### config.mk
export PLATFORM = sky130hd
export DESIGN_NAME = uart_shared_port
export DESIGN_NICKNAME = d
export VERILOG_FILES = /design/src/rtl/uart_shared_port.sv
export SDC_FILE = /design/constraint.sdc
export NUM_CORES = 1
export LEC_CHECK = 0
export CAP_MARGIN = 10
export CORE_ASPECT_RATIO = 1.5
export CORE_MARGIN = 5
export CORE_UTILIZATION = 60
export DETAILED_ROUTE_END_ITERATION = 12
export PLACE_DENSITY = 0.82
export RECOVER_POWER = 50
export SLEW_MARGIN = 20
export SYNTH_ARGS = -nofsm -noshare
export SYNTH_HDL_FRONTEND = slang
export SYNTH_SLANG_ARGS = --single-unit
### constraint.sdc
create_clock -name clk -period 4.2 [get_ports clk]
set_clock_uncertainty 0.05 [all_clocks]
set_input_delay 0.63 -clock clk [delete_from_list [all_inputs] [get_ports clk]]
set_output_delay 0.63 -clock clk [all_outputs]
set_load 0.01 [all_outputs]
### src/rtl/uart_shared_port.sv
module uart_shared_port (
  input  logic       clk,
  input  logic       rst_n,
  input  logic       tick,
  input  logic       cs,
  input  logic       we,
  input  logic [1:0] addr,
  input  logic [7:0] wdata,
  output logic [7:0] rdata,
  input  logic       rxd,
  output logic       txd
);
  typedef enum logic [1:0] {R_IDLE, R_START, R_BITS} rx_state_t;

  logic [3:0] mode;
  wire        len8  = mode[0];
  wire  [1:0] pmode = mode[2:1];
  wire        stop2 = mode[3];
  wire        pen   = (pmode != 2'b00);
  wire  [3:0] dbits = len8 ? 4'd8 : 4'd7;

  wire dwr = cs &  we & (addr == 2'd0);
  wire mwr = cs &  we & (addr == 2'd1);
  wire drd = cs & ~we & (addr == 2'd0);
  wire srd = cs & ~we & (addr == 2'd2);

  function automatic logic par_of(input logic [7:0] d, input logic [1:0] pm);
    case (pm)
      2'b01:   par_of = ^d;
      2'b10:   par_of = ~^d;
      default: par_of = 1'b0;
    endcase
  endfunction

  always_ff @(posedge clk or negedge rst_n)
    if (!rst_n) mode <= 4'd0;
    else if (mwr) mode <= wdata[3:0];

  // transmit
  logic [11:0] tx_sh, frame;
  logic [3:0]  tx_cnt, tx_div, nbits;
  logic [7:0]  tdat;
  logic        busy;

  always_comb begin
    tdat = len8 ? wdata : {1'b0, wdata[6:0]};
    frame = '1;
    frame[0] = 1'b0;
    for (int i = 0; i < 8; i++)
      if (i < int'(dbits)) frame[i+1] = tdat[i];
    if (pen) frame[dbits + 4'd1] = par_of(tdat, pmode);
    nbits = 4'd1 + dbits + {3'b0, pen} + (stop2 ? 4'd2 : 4'd1);
  end

  always_ff @(posedge clk or negedge rst_n)
    if (!rst_n) begin
      tx_sh <= '1; tx_cnt <= '0; tx_div <= '0; busy <= 1'b0;
    end else if (dwr && !busy) begin
      tx_sh <= frame; tx_cnt <= nbits; tx_div <= '0; busy <= 1'b1;
    end else if (busy && tick) begin
      tx_div <= tx_div + 4'd1;
      if (tx_div == 4'd15) begin
        tx_sh  <= {1'b1, tx_sh[11:1]};
        tx_cnt <= tx_cnt - 4'd1;
        if (tx_cnt == 4'd1) busy <= 1'b0;
      end
    end

  assign txd = tx_sh[0];

  // receive
  logic [1:0] rsync;
  wire        rs = rsync[1];
  rx_state_t  rx_st;
  logic [3:0] rx_div, rx_idx;
  logic [8:0] rx_sh;
  logic [7:0] rxb, rx_dat;
  logic       rx_full, pe, fe, ovr, rx_perr;

  wire [3:0] last_idx = dbits + {3'b0, pen};
  wire       rx_samp  = (rx_st == R_BITS) && tick && (rx_div == 4'd15);
  wire       rx_load  = rx_samp && (rx_idx == last_idx);

  always_comb begin
    rx_dat  = len8 ? rx_sh[7:0] : {1'b0, rx_sh[6:0]};
    rx_perr = pen && (rx_sh[dbits] != par_of(rx_dat, pmode));
  end

  always_ff @(posedge clk or negedge rst_n)
    if (!rst_n) begin
      rsync <= 2'b11; rx_st <= R_IDLE; rx_div <= '0; rx_idx <= '0; rx_sh <= '0;
      rx_full <= 1'b0; pe <= 1'b0; fe <= 1'b0; ovr <= 1'b0;
    end else begin
      rsync <= {rsync[0], rxd};
      if (srd) begin pe <= 1'b0; fe <= 1'b0; ovr <= 1'b0; end
      if (drd) rx_full <= 1'b0;
      if (tick)
        case (rx_st)
          R_IDLE: if (!rs) begin rx_st <= R_START; rx_div <= '0; end
          R_START: begin
            rx_div <= rx_div + 4'd1;
            if (rx_div == 4'd7) begin
              rx_div <= '0; rx_idx <= '0;
              rx_st  <= rs ? R_IDLE : R_BITS;
            end
          end
          default: begin
            rx_div <= rx_div + 4'd1;
            if (rx_div == 4'd15) begin
              if (rx_idx == last_idx) begin
                rx_st <= R_IDLE;
                if (rx_perr) pe  <= 1'b1;
                if (!rs)     fe  <= 1'b1;
                if (rx_full) ovr <= 1'b1;
                rx_full <= 1'b1;
              end else begin
                rx_sh[rx_idx] <= rs;
                rx_idx <= rx_idx + 4'd1;
              end
            end
          end
        endcase
    end

  always_ff @(posedge clk)
    if (rx_load) rxb <= rx_dat;

  always_comb
    case (addr)
      2'd0:    rdata = rxb;
      2'd1:    rdata = {4'b0, mode};
      2'd2:    rdata = {4'b0, busy, ovr, fe, pe};
      default: rdata = 8'h00;
    endcase

  p_idle_high_r1: assert property (@(posedge clk) disable iff (!rst_n)
    !busy |-> txd);
  p_start_low_r1: assert property (@(posedge clk) disable iff (!rst_n)
    $rose(busy) |-> !txd);
  p_busy_write_r10: assert property (@(posedge clk) disable iff (!rst_n)
    (busy && dwr && !(tick && tx_div == 4'd15)) |=> ($stable(tx_sh) && busy));
  p_msb_zero_r5: assert property (@(posedge clk) disable iff (!rst_n)
    (rx_load && !len8) |=> !rxb[7]);
  p_overrun_r9: assert property (@(posedge clk) disable iff (!rst_n)
    (rx_load && rx_full) |=> ovr);
  p_frame_err_r8: assert property (@(posedge clk) disable iff (!rst_n)
    (rx_load && !rs) |=> fe);
  p_clear_r14: assert property (@(posedge clk) disable iff (!rst_n)
    (srd && !rx_load) |=> !(pe || fe || ovr));
endmodule

Word-level counts from Yosys, hierarchy flattened
Index checks and enable logic that the tools add are counted.
W data, S select, Z words.
- register bits: 58
- input bits: 16
- output and inout port bits: 9
- word-level logic and storage cells: 163
- add/sub/neg operators: 8
- order comparisons: 13
- equal/unequal tests: 15
- multiplexer cells: 73
- bitwise gates (word level): 10
- reductions and logical operators: 29
- operator list (cell ; number):
    $mux W12 ; 4
    $mux W4 ; 11
    $mux W1 ; 39
    $pmux W8 S3 ; 1
    $lt A3 B4 Y1 const A ; 4
    $mux W8 ; 2
    $pmux W4 S2 ; 2
    $reduce_xnor A8 Y1 ; 2
    $reduce_xor A8 Y1 ; 2
    $lt A4 B5 Y1 const B ; 3
    $add A4 B1 Y4 const B ; 3
    $bwmux W12 ; 1
    $mux W2 ; 6
    $reduce_and A5 Y1 ; 2
    $reduce_bool A2 Y1 ; 5
    $bwmux W9 ; 1
    $add A4 B1 Y4 ; 2
    $demux W1 S4 ; 2
    $eq A4 B4 Y1 const B ; 2
    $ge A4 B1 Y1 const B ; 2
    $logic_and A1 B1 Y1 ; 8
    $lt A1 B4 Y1 const A ; 2
    $lt A2 B4 Y1 const A ; 2
    $and A1 B1 Y1 ; 6
    22 further kinds ; 34

Depth between registers and ports, before layout
Gate-level depths: netlist of the first run.
- word-level depth: 10
- depth in mapped cells: 9
- gate-level depth less buffers: 8

Least setup slack after synthesis of the first run
Ideal clock, no wire load.
- kind: reg-to-reg
- from: register mode[0]
- to: register rx_sh[6]
- library setup time: 0.127 ns
- data arrival time: 1.967 ns
- required time: 4.023 ns
- slack: 2.056 ns
- cell stages (with the launch flop): 10
- path buffers: 1
- cells stage by stage: dfrtp_1 > inv_1 > ha_1 > nor4b_1 > o21ai_2 > and2_1 > buf_4 > and2b_1 > nand3_1 > mux2_1
- cells in the longest elaborated chain, start to end: 5
- ends and longest elaborated chain (what ; line ; source):
    from (decl) ; 15 ; logic [3:0] mode;
    from (signal assigned) ; 37 ; else if (mwr) mode <= wdata[3:0];
    $mux W4 ; 20 ; wire [3:0] dbits = len8 ? 4'd8 : 4'd7;
    $add A4 B1 Y4 ; 80 ; wire [3:0] last_idx = dbits + {3'b0, pen};
    $eq A4 B4 Y1 ; 110 ; if (rx_idx == last_idx) begin
    $not A1 Y1 (no source line) ; n/a ;
    $reduce_and A4 Y1 (no source line) ; n/a ;
    to (signal, indexed assignment) ; 117 ; rx_sh[rx_idx] <= rs;
    to (decl) ; 76 ; logic [8:0] rx_sh;
Every way passes these cells.
A chain may end at the register's enable or synchronous reset.

Final worst setup path of the first run
- from: input port addr[0]
- to: output port rdata[3]
- cells in the longest elaborated chain, start to end: 2
- ends and longest elaborated chain (what ; line ; source):
    from (decl) ; 7 ; input logic [1:0] addr,
    $eq A2 B2 Y1, or another cell as far along ; 129 ; case (addr)
    $pmux W8 S3 * ; 129 ;
    to (decl) ; 9 ; output logic [7:0] rdata,
Mark *: on every way between the ends. The rest lies on a longest branch, timed or not.

==> results of run 1 <==
## kinds of logic (layout without fill, tap and decap cells)
logic type | count (synthesis) | in the layout | synth area share, %
AND/OR/NAND/NOR | 96 | 96 | 17.4
flip-flops | 56 | 56 | 49.8
AO/OA/AOI/OAI | 37 | 37 | 7.28
multiplexers | 29 | 29 | 11.0
XOR/XNOR | 21 | 21 | 7.23
buffers and inverters | 16 | 44 | 2.27
adder cells (fa/ha/maj) | 11 | 11 | 4.97
## power by group through the flow
| stage | combinational (mW) | clock [mW] | sequential [mW] |
|---|---|---|---|
| floorplan | 0.370 | 0 | 0.818 |
| global placement | 0.443 | 0 | 0.864 |
| detailed placement | 0.466 | 0 | 0.870 |
| CTS | 0.473 | 0.363 | 0.860 |
| global route | 0.534 | 0.385 | 0.885 |
| finish | 0.466 | 0.357 | 0.863 |
## path summary, 6_finish.rpt
kind                            endpoint  cells after the start     start
min in group asynchronous       rx_sh[5]                      2     rst_n
worst max-delay path            rdata[3]                      5   addr[0]
worst min-delay path            rsync[1]                      0  rsync[0]
worst min register to register  rsync[1]                      0  rsync[0]
worst max register to register    rxb[7]                      6   mode[0]
max in group asynchronous       rx_st[0]                      2     rst_n
## metrics by stage
| step | cell area, um2 | setup slack (ps) |
|---|---|---|
| floorplan | 2920 | 2060 |
| global placement | 3240 | 1180 |
| detailed placement | 3240 | 1100 |
| CTS | 3360 | 1110 |
| global route | 3350 | 866 |
| finish | 3350 | 1120 |
## flip-flops by register name, indices dropped and copies added, names as in the netlist
register / cells
rx_st: 2
ovr: 1
mode: 4
rx_full: 1
tx_sh: 10
tx_div: 4
rx_sh: 9
tx_cnt: 4
busy: 1
rxb: 8
rx_div: 4
rsync: 2
pe: 1
rx_idx: 4
fe: 1
## cells in the final DEF (no fill, tap or decap), drive strengths merged, types with 2 or more instances in the layout
cell / instances
a21oi: 3
and2: 7
and3: 2
buf: 3
clkbuf: 7
clkdlybuf4s50: 21
dfrtp: 36
dfstp: 12
dlygate4sd3: 2
edfxtp: 8
ha: 10
inv: 9
mux2: 13
mux2i: 16
nand2: 41
nand2b: 2
nand3: 7
nand3b: 2
nand4: 2
nand4b: 2
nor2: 11
nor2b: 5
nor3: 2
nor4b: 4
o21ai: 25
o31ai: 3
or2: 2
xnor2: 12
xnor3: 2
xor2: 7
## final cells by class
cell class	instances	area [um2]
timing repair buffer	27	254
clock buffer	6	82.6
multi-input combinational	194	1410
fill	370	1420
clock inverter	2	33.8
tap	66	82.6
sequential	56	1460
inverter	9	33.8
## per-layer routing
metal  global-route usage (%)  up-vias
li1                         -      973
met1                     21.4     1003
met2                     34.8       38
met3                     2.59       12
met4                     7.61        0
met5                        0        -
==> results.md, run 1 <==
- Worst hold margin: 311 ps
- Pwr Total: 1.69 mW
- Worst IR Drop VDD: 0.421 mV
- CP required: 3520 ps
- Post-CTS Hold Buffers: 0
- List of most frequent post-synthesis cells: nand2_1, dfrtp_1, mux2i_1, o21ai_0
- Mapped Nets: 293
- H-tree Lvls: 2
- Global-route wire length before repair: 9.15 mm
- Max FO, Critical Path: 9
- Slew headroom: -73.3%
- Cts bufs inserted: 5
- Sw Share: 32.3%
- Post-synth ARST share: 85.7%
- Clock power share: 21.2%
- Register bit total from synthesis: 56
- Status: complete, but fails checks
- Largest delay contributor family on the critical path: buffers and inverters
- Post-cts sizing count: 0
- WP data arrival: 2400 ps
- DRT Pass-1 Iters: 4
- Drt drc: 0
- Initial antenna violation count: 0
- Slowest cell on crit path: clkdlybuf4s50_1
- Core area: 0.00477 mm2
- CTS tree: yes
- Max Slew Vio Count: 49
- P&R area growth vs syn: 14.7%
- Setup CP Type: input port to output port
- Max-cap violations: 1
- Critical Path, Cell by Cell: clkdlybuf4s50_1, nor2b_1, nand2_1, o21ai_0, clkdlybuf4s50_1
- Total die area: 0.00640 mm2
- Mapped Cells: 266
- Ports: 25
- Mean area per synthesized cell: 11.0 um2
- Routed wire length per instance: 15.2 um
- P_sw: 545 uW
- Fmax: 0.325 GHz
- DR iter-0 viols: 96
- Ant diodes: 0
- Synth cell types: 48
- Most frequent cell after synthesis: nand2_1
- Tightest Pin Transition: 2600 ps
- Unrepaired setup endpoints after global routing: false
- Layout cells sized above 1: 12.2%
- # clock sinks: 56
- Total Wirelength: 5.47 mm
- Sum Neg Setup Slack: 0 ps
- Pint: 1.14 mW
- Number of port buffers: 24
- GRT overflow: 0
- Delay of the slowest critical-path stage: 640 ps
- Yosys synthesis warning count: 0
- Die X: 67.0 um
- Synth area leader: dfrtp_1
- Crit end category: output port
- Dpl cells: 352
- Starting Density: 61.3%
- Deepest clock path buffer count: 2
- Layout Utilization: 70.3%
- Hold Crit Class: flip-flop to flip-flop
- Cell row count: 31
- Largest net degree at the start of global routing: 49
- Highest metal used: met4
- Final nets: 320
- Most Frequent Cell on Critical Path: clkdlybuf4s50_1
- Failing checks: max-capacitance violations, max-slew violations
- Clock slew at reported path FFs: 90 ps
- Insertion delay to the later sink of the worst-skew pair: 300 ps
- Power per Cell Area: 503 mW/mm2
- Cell Count, Final, Fillers Out: 360
- Tmin final: 3080 ps
- Vias in the first global route: 2053
- Count of flip-flops with a built-in enable after synthesis: 8
- Die Y: 95.5 um
- R2r setup slk: 1610 ps
- Met2 wire length: 2.95 mm
- Tcrit/Tclk final: 73.3%
- Final hold vios: 0
- CTS root buf: clkbuf_8
- Setup Fix Bufs, Post-CTS: 0
- Seq/Total Area, Yosys: 49.8%
- Vias after detailed routing: 2026
- Combinational power share: 27.6%
- Flop pwr share: 51.2%
- Tot GR Track Use: 18.9%
- Sum of buffers and inverters on the critical path: 2
- Setup violators final: 0
- Commonest register cell after synthesis: dfrtp_1
- Met3 Wirelength: 158 um
- Final ANT Viol Nets: 0
- Dpl hpwl: 4.00 mm
- Cell area after synthesis: 0.00292 mm2
- DRT met1 WL: 2.22 mm
- DR vias/cell: 5.63
- Routability congestion estimate from global placement: 0.821
- Leakage: 1.44 nW
- Yosys top cell area share: 30.8%
- Top post-synthesis cells by area: dfrtp_1, dfstp_2, edfxtp_1
- CP startpoint kind: input port
No activity file was read; power rests on OpenSTA's default activity.
==> run 2: changes to the inputs <==
CORE_UTILIZATION = 52   (was 60)
PLACE_DENSITY = 0.76   (was 0.82)
clock period = 2.6 ns   (was 4.2 ns; I/O delays follow)
==> results.md, run 2 (synthesis gave the netlist of run 1 again) <==
- Ports: 25 (unchanged)
- Worst IR Drop VDD: 0.573 mV (was 0.421 mV)
- Hold Path Depth: 0 (unchanged)
- WP data arrival: 2060 ps (was 2400 ps)
- Setup Fix Bufs, Post-CTS: 0 (unchanged)
- Die Y: 102 um (was 95.5 um)
- Vias in the first global route: 2056 (was 2053)
- Layout cells sized above 1: 15.4% (was 12.2%)
- Deepest clock path buffer count: 2 (unchanged)
- Reg-to-reg endpoint: rx_sh[5] (was rxb[7])
- Critical Path, Cell by Cell: clkdlybuf4s50_1, nor2b_1, nand2_1, o21ai_0, clkdlybuf4s50_1 (unchanged)
- Most Frequent Cell on Critical Path: clkdlybuf4s50_1 (unchanged)
- Most frequent cells in the layout: nand2_1, dfrtp_1, clkdlybuf4s50_1 (unchanged)
- Drt drc: 0 (unchanged)
- Routed wire length per instance: 14.5 um (was 15.2 um)
- P&R area growth vs syn: 17.4% (was 14.7%)
- Max Slew Vio Count: 0 (was 49)
- Fmax: 0.400 GHz
- Total Wirelength: 5.44 mm (was 5.47 mm)
- DRT met1 WL: 2.22 mm (about the same)
- Delay of the slowest critical-path stage: 600 ps (was 640 ps)
- Vias after detailed routing: 1996 (was 2026)
- Tot GR Track Use: 16.7% (was 18.9%)
- Tcrit/Tclk final: 96.2%
- R2r setup slk: 300 ps (was 1610 ps)
- Max-cap violations: 0 (was 1)
- Global-route wire length before repair: 9.58 mm (was 9.15 mm)
- Setup violators final: 0 (unchanged)
- CTS root buf: clkbuf_8 (unchanged)
- Fin area: 0.00343 mm2 (was 0.00335 mm2)
- Dpl hpwl: 4.18 mm (was 4.00 mm)
- Slowest cell on crit path: clkdlybuf4s50_1 (unchanged)
- Routability congestion estimate from global placement: 0.889 (was 0.821)
- Unrepaired setup endpoints after global routing: false (unchanged)
- Top Registers: tx_sh (10), rx_sh (9), rxb (8) (unchanged)
- Hold Crit Class: flip-flop to flip-flop (unchanged)
- Commonest non-fill, non-tap cell in the layout: nand2_1 (unchanged)
- Met3 Wirelength: 163 um (was 158 um)
- Cell row count: 33 (was 31)
- Power per Cell Area: 790 mW/mm2 (was 503 mW/mm2)
- Crit end category: output port (unchanged)
- Post-CTS Hold Buffers: 0 (unchanged)
- Largest net degree at the start of global routing: 49 (unchanged)
- Die X: 71.2 um (was 67.0 um)
- Number of port buffers: 24 (unchanged)
- DP Area: 0.00333 mm2 (was 0.00324 mm2)
- Tmin final: 2500 ps
- Tightest Pin Transition: 1180 ps (was 2600 ps)
- Cell Count, Final, Fillers Out: 375 (was 360)
- Dpl cells: 367 (was 352)
- Cell depth of the worst flop-to-flop path: 8 (was 6)
- Clock slew at reported path FFs: 80 ps (was 90 ps)
- Slew headroom: 21.0% (was -73.3%)
- DR vias/cell: 5.32 (was 5.63)
- Ant diodes: 0 (unchanged)
- DR iter-0 viols: 87 (was 96)
- Max FO, Critical Path: 5 (was 9)
- Highest metal used: met4 (unchanged)
- Setup CP Type: input port to output port (unchanged)
- Total die area: 0.00725 mm2 (was 0.00640 mm2)
- Layout filler cell count: 466 (was 370)
- RR Startpoint: mode[1] (was mode[0])
- DRT Pass-1 Iters: 4 (unchanged)
- Starting Density: 53.6% (was 61.3%)
- Post-cts sizing count: 0 (unchanged)
- CP startpoint kind: input port (unchanged)
- Status: finished, final reports clean (was complete, but fails checks)
- CP required: 2160 ps (was 3520 ps)
- H-tree Lvls: 2 (unchanged)
- Met2 wire length: 2.95 mm (about the same)
- CTS tree: yes (unchanged)
- Initial antenna violation count: 0 (unchanged)
- Min-delay src: rsync[0] (unchanged)
- GRT overflow: 0 (unchanged)
- Final ANT Viol Nets: 0 (unchanged)
- Largest Register: tx_sh (unchanged)
- Final hold vios: 0 (unchanged)
- Sum Neg Setup Slack: 0 ps (unchanged)
- Core area: 0.00545 mm2 (was 0.00477 mm2)
- Hold worst-path end: rsync[1] (unchanged)
- Final nets: 331 (was 320)
- Insertion delay to the later sink of the worst-skew pair: 310 ps (was 300 ps)
- Cts bufs inserted: 5 (unchanged)
- Largest register FFs: 10 (unchanged)
- # clock sinks: 56 (unchanged)
- Leakage: 1.49 nW (was 1.44 nW)
==> run 2: changes by cell type in the layout (fill, tap and decap cells not counted) <==
cell / before / now
dfstp_2: 12 / 11
clkinv_2: 0 / 1
clkdlybuf4s50_1: 21 / 22
dlygate4sd3_1: 2 / 1
clkbuf_8: 6 / 5
clkbuf_2: 0 / 1
clkinv_1: 1 / 0
buf_4: 2 / 13
dfstp_1: 0 / 1
==> run 2: worst max path at each step <==
stage                       start  endpoint  cells past startpoint
final                     addr[0]  rdata[2]                      5
after global routing      addr[0]  rdata[2]                      5
after CTS                 addr[0]  rdata[2]                      5
after detailed placement  addr[0]  rdata[2]                      5
after global placement    addr[1]  rdata[2]                      5
after floorplan           mode[0]  rx_sh[6]                      9
==> run 2: area by class of cell <==
| cell class | instances | area (um2) | share of cell area [%] |
|---|---|---|---|
| inverters | 9 | 33.8 | 0.984 |
| clock buffers | 6 | 72.6 | 2.11 |
| multi-input cells | 194 | 1410 | 41.0 |
| well taps | 70 | 87.6 | 2.55 |
| repair buffers | 38 | 338 | 9.84 |
| flip-flops and latches | 56 | 1460 | 42.4 |
| clock inverters | 2 | 35.0 | 1.02 |
==> run 2: metal layers <==
| metal | global-route usage (%) | vias to the layer above |
|---|---|---|
| li1 | - | 999 |
| met1 | 19.1 | 959 |
| met2 | 30.5 | 28 |
| met4 | 6.80 | 0 |
| met5 | 0 | - |
| met3 | 3.05 | 10 |
==> run 2: per-stage QoR <==
stage          setup WS [ps]  hold WS [ps]  total power, mW  util [%]
6_report                98.7           315             2.71      63.0
3_5_place_dp             119           297             2.18      61.0
4_1_cts                 98.5           142             2.74      63.0
2_1_floorplan            456          44.4             1.92         -
5_1_grt                 8.29           322             2.93      63.0
3_3_place_gp             152           297             2.14      61.0
==> run 2: report_power, final <==
part           internal [mW]  total (mW)  leakage [nW]  switching (mW)
clock network          0.286       0.557        0.0552           0.271
logic                  0.398       0.771         0.765           0.373
registers               1.15        1.38         0.671           0.229
total                   1.84        2.71          1.49           0.874
==> run 2: critical path, delay by kind of cell <==
kind	cells	cell delay, ps
AND/OR/NAND/NOR	2	420
buffers and inverters	2	1110
AO/OA/AOI/OAI	1	130
